==> src/rtl/pcseq_pkg.sv <==
package pcseq_pkg;
  typedef enum logic [3:0] {
    OP_NEXT     = 4'd0,
    OP_JUMP     = 4'd1,
    OP_CALL     = 4'd2,
    OP_RET      = 4'd3,
    OP_RETI_EN  = 4'd4,
    OP_RETI_DIS = 4'd5,
    OP_EI       = 4'd6,
    OP_DI       = 4'd7
  } op_e;
endpackage

==> src/rtl/pcseq_cond.sv <==
module pcseq_cond (
  input  logic [2:0] sel_i,
  input  logic       carry_i,
  input  logic       zero_i,
  output logic       hit_o
);
  logic flag;
  always_comb begin
    flag  = sel_i[1] ? carry_i : zero_i;
    hit_o = !sel_i[2] || (flag ^ sel_i[0]);
  end
endmodule

==> src/rtl/pcseq_stack.sv <==
module pcseq_stack #(
  parameter int AW    = 12,
  parameter int DEPTH = 31
) (
  input  logic          clk,
  input  logic          rst_n,
  input  logic          push_i,
  input  logic          pop_i,
  input  logic [AW-1:0] wdata_i,
  output logic [AW-1:0] top_o,
  output logic          full_o,
  output logic          empty_o,
  output logic          err_o
);
  localparam int PW = $clog2(DEPTH + 1);

  logic [AW-1:0] mem [DEPTH];
  logic [PW-1:0] ptr_q, ptr_d;
  logic          err_q, err_d;
  logic [PW-1:0] top_idx;
  logic          do_push, do_pop;

  always_comb begin
    full_o  = (ptr_q == PW'(DEPTH));
    empty_o = (ptr_q == '0);
    top_idx = empty_o ? '0 : ptr_q - PW'(1);
    top_o   = mem[top_idx];
    do_push = push_i && !full_o;
    do_pop  = pop_i && !empty_o;
    ptr_d   = ptr_q;
    if (do_push)     ptr_d = ptr_q + PW'(1);
    else if (do_pop) ptr_d = ptr_q - PW'(1);
    err_d = err_q || (push_i && full_o) || (pop_i && empty_o);
  end

  always_ff @(posedge clk or negedge rst_n) begin
    if (!rst_n) begin
      ptr_q <= '0;
      err_q <= 1'b0;
    end else begin
      ptr_q <= ptr_d;
      err_q <= err_d;
    end
  end

  for (genvar gi = 0; gi < DEPTH; gi++) begin : g_entry
    logic wen;
    assign wen = do_push && (ptr_q == PW'(gi));
    always_ff @(posedge clk) begin
      if (wen) mem[gi] <= wdata_i;
    end
  end

  assign err_o = err_q;
endmodule

==> src/rtl/pc_sequencer.sv <==
module pc_sequencer
  import pcseq_pkg::*;
#(
  parameter int          AW     = 12,
  parameter int          DEPTH  = 31,
  parameter logic [11:0] VECTOR = 12'hFFF
) (
  input  logic          clk,
  input  logic          rst_n,
  input  logic [3:0]    op_i,
  input  logic [2:0]    cond_i,
  input  logic [AW-1:0] target_i,
  input  logic          carry_i,
  input  logic          zero_i,
  input  logic          irq_i,
  output logic [AW-1:0] pc_o,
  output logic          carry_o,
  output logic          zero_o,
  output logic          restore_o,
  output logic          int_en_o,
  output logic          stack_err_o
);
  localparam logic [AW-1:0] ONE = AW'(1);

  logic [1:0]    sync_q;
  logic          rst_sync_n;
  logic [AW-1:0] pc_q, pc_d, pc_inc, top;
  logic          ie_q, ie_d, sc_q, sc_d, sz_q, sz_d;
  logic          hit, irq_take, push, pop, full, empty;

  always_ff @(posedge clk or negedge rst_n) begin
    if (!rst_n) sync_q <= 2'b00;
    else        sync_q <= {sync_q[0], 1'b1};
  end
  assign rst_sync_n = sync_q[1];

  pcseq_cond u_cond (
    .sel_i  (cond_i),
    .carry_i(carry_i),
    .zero_i (zero_i),
    .hit_o  (hit)
  );

  pcseq_stack #(.AW(AW), .DEPTH(DEPTH)) u_stack (
    .clk    (clk),
    .rst_n  (rst_sync_n),
    .push_i (push),
    .pop_i  (pop),
    .wdata_i(pc_q),
    .top_o  (top),
    .full_o (full),
    .empty_o(empty),
    .err_o  (stack_err_o)
  );

  always_comb begin
    pc_inc    = pc_q + ONE;
    irq_take  = irq_i && ie_q;
    pc_d      = pc_inc;
    ie_d      = ie_q;
    sc_d      = sc_q;
    sz_d      = sz_q;
    push      = 1'b0;
    pop       = 1'b0;
    restore_o = 1'b0;
    if (irq_take) begin
      push = 1'b1;
      pc_d = AW'(VECTOR);
      ie_d = 1'b0;
      sc_d = carry_i;
      sz_d = zero_i;
    end else begin
      case (op_i)
        OP_JUMP: if (hit) pc_d = target_i;
        OP_CALL: if (hit) begin
          push = 1'b1;
          if (!full) pc_d = target_i;
        end
        OP_RET: if (hit) begin
          pop = 1'b1;
          if (!empty) pc_d = top + ONE;
        end
        OP_RETI_EN, OP_RETI_DIS: begin
          pop = 1'b1;
          if (!empty) begin
            pc_d      = top;
            restore_o = 1'b1;
            ie_d      = (op_i == OP_RETI_EN);
          end
        end
        OP_EI:   ie_d = 1'b1;
        OP_DI:   ie_d = 1'b0;
        default: ;
      endcase
    end
  end

  always_ff @(posedge clk or negedge rst_sync_n) begin
    if (!rst_sync_n) begin
      pc_q <= '0;
      ie_q <= 1'b0;
      sc_q <= 1'b0;
      sz_q <= 1'b0;
    end else begin
      pc_q <= pc_d;
      ie_q <= ie_d;
      sc_q <= sc_d;
      sz_q <= sz_d;
    end
  end

  assign pc_o     = pc_q;
  assign int_en_o = ie_q;
  assign carry_o  = sc_q;
  assign zero_o   = sz_q;
endmodule

==> config.mk <==
export PLATFORM = sky130hd
export DESIGN_NAME = pc_sequencer
export DESIGN_NICKNAME = d
export VERILOG_FILES = /design/src/rtl/pcseq_pkg.sv /design/src/rtl/pcseq_cond.sv /design/src/rtl/pcseq_stack.sv /design/src/rtl/pc_sequencer.sv
export SDC_FILE = /design/constraint.sdc
export NUM_CORES = 1
export LEC_CHECK = 0
export ABC_AREA = 1
export CORE_ASPECT_RATIO = 0.8
export CORE_UTILIZATION = 62
export DETAILED_ROUTE_END_ITERATION = 16
export PLACE_DENSITY = 0.92
export SLEW_MARGIN = 40
export SYNTH_ARGS = -nofsm -noshare
export SYNTH_HDL_FRONTEND = slang
export SYNTH_HIERARCHICAL = 1
export SYNTH_SLANG_ARGS = --single-unit
==> constraint.sdc <==
create_clock -name clk -period 3.35 [get_ports clk]
set_clock_uncertainty 0.15 [all_clocks]
set_input_delay 0.67 -clock clk [delete_from_list [all_inputs] [get_ports clk]]
set_output_delay 0.67 -clock clk [all_outputs]
set_load 0.01 [all_outputs]
==> flow_metrics.env <==
export IMPL_grt_pass1_vias=14100
export IMPL_p_per_area_nw_per_um2=1040
export IMPL_ys_seq_area_share_pct=63.1
export IMPL_crit_required_ns=3.62
export IMPL_insertion_delay_ns=0.54
export IMPL_num_vias=14900
export IMPL_synth_top_area_share_pct=60.0
export IMPL_cpPeakStageDelay_ns=0.42
export IMPL_design_area_um2=21600
export IMPL_drt_iter0_drc=2458
export IMPL_cpLargestDelayFamily="simple AND/OR/NAND/NOR gates"
export IMPL_cap_violations=0
export IMPL_synth_most_common_cell="edfxtp_1"
export IMPL_avgSynthCellArea_um2=10.2
export IMPL_crit_fanout=23
export IMPL_hpwl_mm=34.3
export IMPL_ys_seq_elements=395
export IMPL_die_h_um=157
export IMPL_synth_edff_count=372
export IMPL_yosys_top_cells_count="372 x edfxtp_1, 351 x nand2_1, 344 x nand3_1"
export IMPL_antenna_found_initial=2
export IMPL_dr_pass1_iters=8
export IMPL_rows=56
export IMPL_hold_buffers=0
export IMPL_pwr_share_comb_pct=51.5
export IMPL_synth_area_um2=18600
export IMPL_seqPwrFrac_pct=29.6
export IMPL_grt_use_total_pct=35.5
export IMPL_setup_violations=0
export IMPL_die_x_um=196
export IMPL_io_buffers=40
export IMPL_max_freq_mhz=306
export IMPL_slew_viol_final=0
export IMPL_hold_class="reg -> async"
export IMPL_grt_setup_unrepaired="yes"
export IMPL_final_nets=1964
export IMPL_worst_pin_slew_ns=0.914
export IMPL_cp_num_buf_inv=4
export IMPL_finalCritPeriodShare_pct=97.7
export IMPL_start_util_pct=63.2
export IMPL_viasPerCell=6.36
export IMPL_synth_top_area_cell="edfxtp_1"
export IMPL_area_growth_synth_to_final_pct=16.2
export IMPL_synthFlopType="edfxtp_1"
export IMPL_path_clk_slew_ns=0.07
export IMPL_cpMostUsedCell="nand3_1"
export IMPL_syn_inst=1828
export IMPL_sw_frac_of_total_pct=44.7
export IMPL_grt_pass1_wl_mm=80.6
export IMPL_place_area_um2=20100
export IMPL_cts_buffer_depth=3
export IMPL_clock_sinks=395
export IMPL_ys_types=43
export IMPL_power_switching_mw=10.1
export IMPL_period_minus_slack_ns=3.27
export IMPL_synthArstFlopShare_pct=5.82
export IMPL_dieArea_um2=30700
export IMPL_worstSetupPathType="reg -> reg"
export IMPL_intPower_mw=12.5
export IMPL_synthTopCellsByArea="edfxtp_1 60%, nand3_1 9.3%, nand2_1 7.1%"
export IMPL_ir_drop_mv=0.809
export IMPL_syn_nets=1860
export IMPL_wl_per_cell_um=23.5
export IMPL_final_core_util_pct=73.5
export IMPL_place_congestion=0.939
export IMPL_post_route_drc_count=0
export IMPL_cts_tree="yes"
export IMPL_cts_root_buffer="clkbuf_16"
export IMPL_crit_chain="inv_6 -> ha_4 -> nand2_2 -> nand2_2 -> nand2_4 -> inv_2 -> buf_8 -> nand3_1 -> nand3_1 -> nand3_1 -> nand2_1 -> nand2_1 -> nand2_2 -> buf_4 -> nand3_2 -> nor2_2 -> nand3_1 -> nand3_1 -> nand2_1 -> a21oi_2 -> nand2_1"
export IMPL_hold_violations=0
export IMPL_drive_above_1_share_pct=13.3
export IMPL_worstSetupStartpointType="flop"
export IMPL_grt_max_degree=66
export IMPL_htreeDepth=2
export IMPL_ant_nets=0
export IMPL_status="finished clean"
export IMPL_worst_ep_arrival_time_ns=3.54
export IMPL_wl_mm=55.0
export IMPL_cts_buffers=37
export IMPL_critPathCaptureType="flop"
export IMPL_globalRouteOverflowTotal=0
export IMPL_power_leakage_nw=8.60
export IMPL_core_area_um2=29400
export IMPL_p_clk_share_pct=18.9
export IMPL_yosysWarningCount=6
export IMPL_pin_count=41
export IMPL_slew_headroom_pct=39.1
export IMPL_crit_path_top_delay_cell="dfrtp_1"
==> path summary, 6_finish.rpt <==
path / from / to / slack [ns] / cells past startpoint
hold reg to reg: sync_q[1] / u_stack/ptr_q[3] / 0.12 / 0
min in group clk: sync_q[0] / sync_q[1] / 0.20 / 0
max in group asynchronous: sync_q[1] / u_stack/ptr_q[0] / 2.53 / 0
setup / recovery: u_stack/ptr_q[0] / pc_o[5] / 0.08 / 21
hold / removal: sync_q[1] / u_stack/ptr_q[3] / 0.12 / 0
setup reg to reg: u_stack/ptr_q[0] / pc_o[5] / 0.08 / 21
==> repair_timing <==
action,CTS,global route
gates cloned,2,4
setup buffers,0,3
gates resized for setup,12,32
pin swaps,0,4
endpoints found under the setup margin,7,12
==> logic make-up (layout without fill, tap and decap cells) <==
family | Yosys count | in the layout | synth area share [%]
simple gates | 995 | 996 | 25.2
fa+ha+maj | 8 | 8 | 0.538
xor+xnor | 10 | 10 | 0.471
flops | 395 | 395 | 63.1
compound gates | 123 | 123 | 3.77
other cells | 1 | 2 | 0.0202
buf+inv | 296 | 428 | 6.81
==> stage by stage <==
step / cells / setup WS (ns) / power (mW) / hold WS [ns] / setup TNS (ns)
after floorplan: 1828 / -0.00770 / 13.0 / 0.117 / -0.924
after global placement: 2261 / -0.113 / 16.7 / 0.188 / -13.64
after detailed placement: 2261 / -0.179 / 17.1 / 0.120 / -20.32
after CTS: 2331 / 0.0117 / 21.7 / 0.122 / 0
after global routing: 2338 / -0.0322 / 23.4 / 0.149 / -0.131
final: 2339 / 0.0774 / 22.6 / 0.120 / 0
==> state kept, by name, summed over array words and instances, names as in the netlist <==
signal,cells
u_stack/mem,372
pc_o,12
u_stack/ptr_q,5
sync_q,2
carry_o,1
int_en_o,1
u_stack/err_o,1
zero_o,1
==> per-layer routing <==
layer	share of wire (%)	GRT usage, %
met1	36	48.4
met2	46	55.6
met3	15	9.17
met4	3.5	12.8
met5	0.024	0
==> worst reg2reg max path, cell delays in order, from the launching register on <==
cell and delay (ns):
dfrtp_1 0.42, inv_6 0.11, ha_4 0.18, nand2_2 0.10
nand2_2 0.11, nand2_4 0.12, inv_2 0.12, buf_8 0.20
nand3_1 0.11, nand3_1 0.13, nand3_1 0.15, nand2_1 0.12
nand2_1 0.07, nand2_2 0.13, buf_4 0.14, nand3_2 0.11
nor2_2 0.16, nand3_1 0.08, nand3_1 0.11, nand2_1 0.09
a21oi_2 0.16, nand2_1 0.08
==> power by group through the flow <==
stage               clock network, mW  logic (mW)  registers, mW
floorplan                           0        6.03           6.97
global placement                    0        9.97           6.74
detailed placement                  0        10.3           6.75
CTS                              4.26        10.7           6.66
global route                     4.45        12.3           6.69
finish                           4.26        11.6           6.68
==> cell type report <==
cell class                 instances  area, um^2
sequential                       395       11700
fill                            1825        7810
multi-input combinational       1138        5720
timing repair buffer             163        1700
clock buffer                      50        1050
inverter                         197         756
tap                              377         472
clock inverter                    18         171
antenna                            1        2.50
==> layout by cell type, fill, tap and decap left out, types with 10 or more instances in the layout <==
master and count:
a22o_1 10, nand2_2 12, o21ai_0 46, nand3_1 340, buf_12 16, clkdlybuf4s50_1 40
inv_1 182, inv_2 10, nor2_1 150, clkbuf_16 42, nand3b_1 92, dfrtp_1 22
nand2_1 345, a21oi_1 39, edfxtp_1 372, buf_4 92, or2_2 22
No activity file was read; power rests on OpenSTA's default activity.
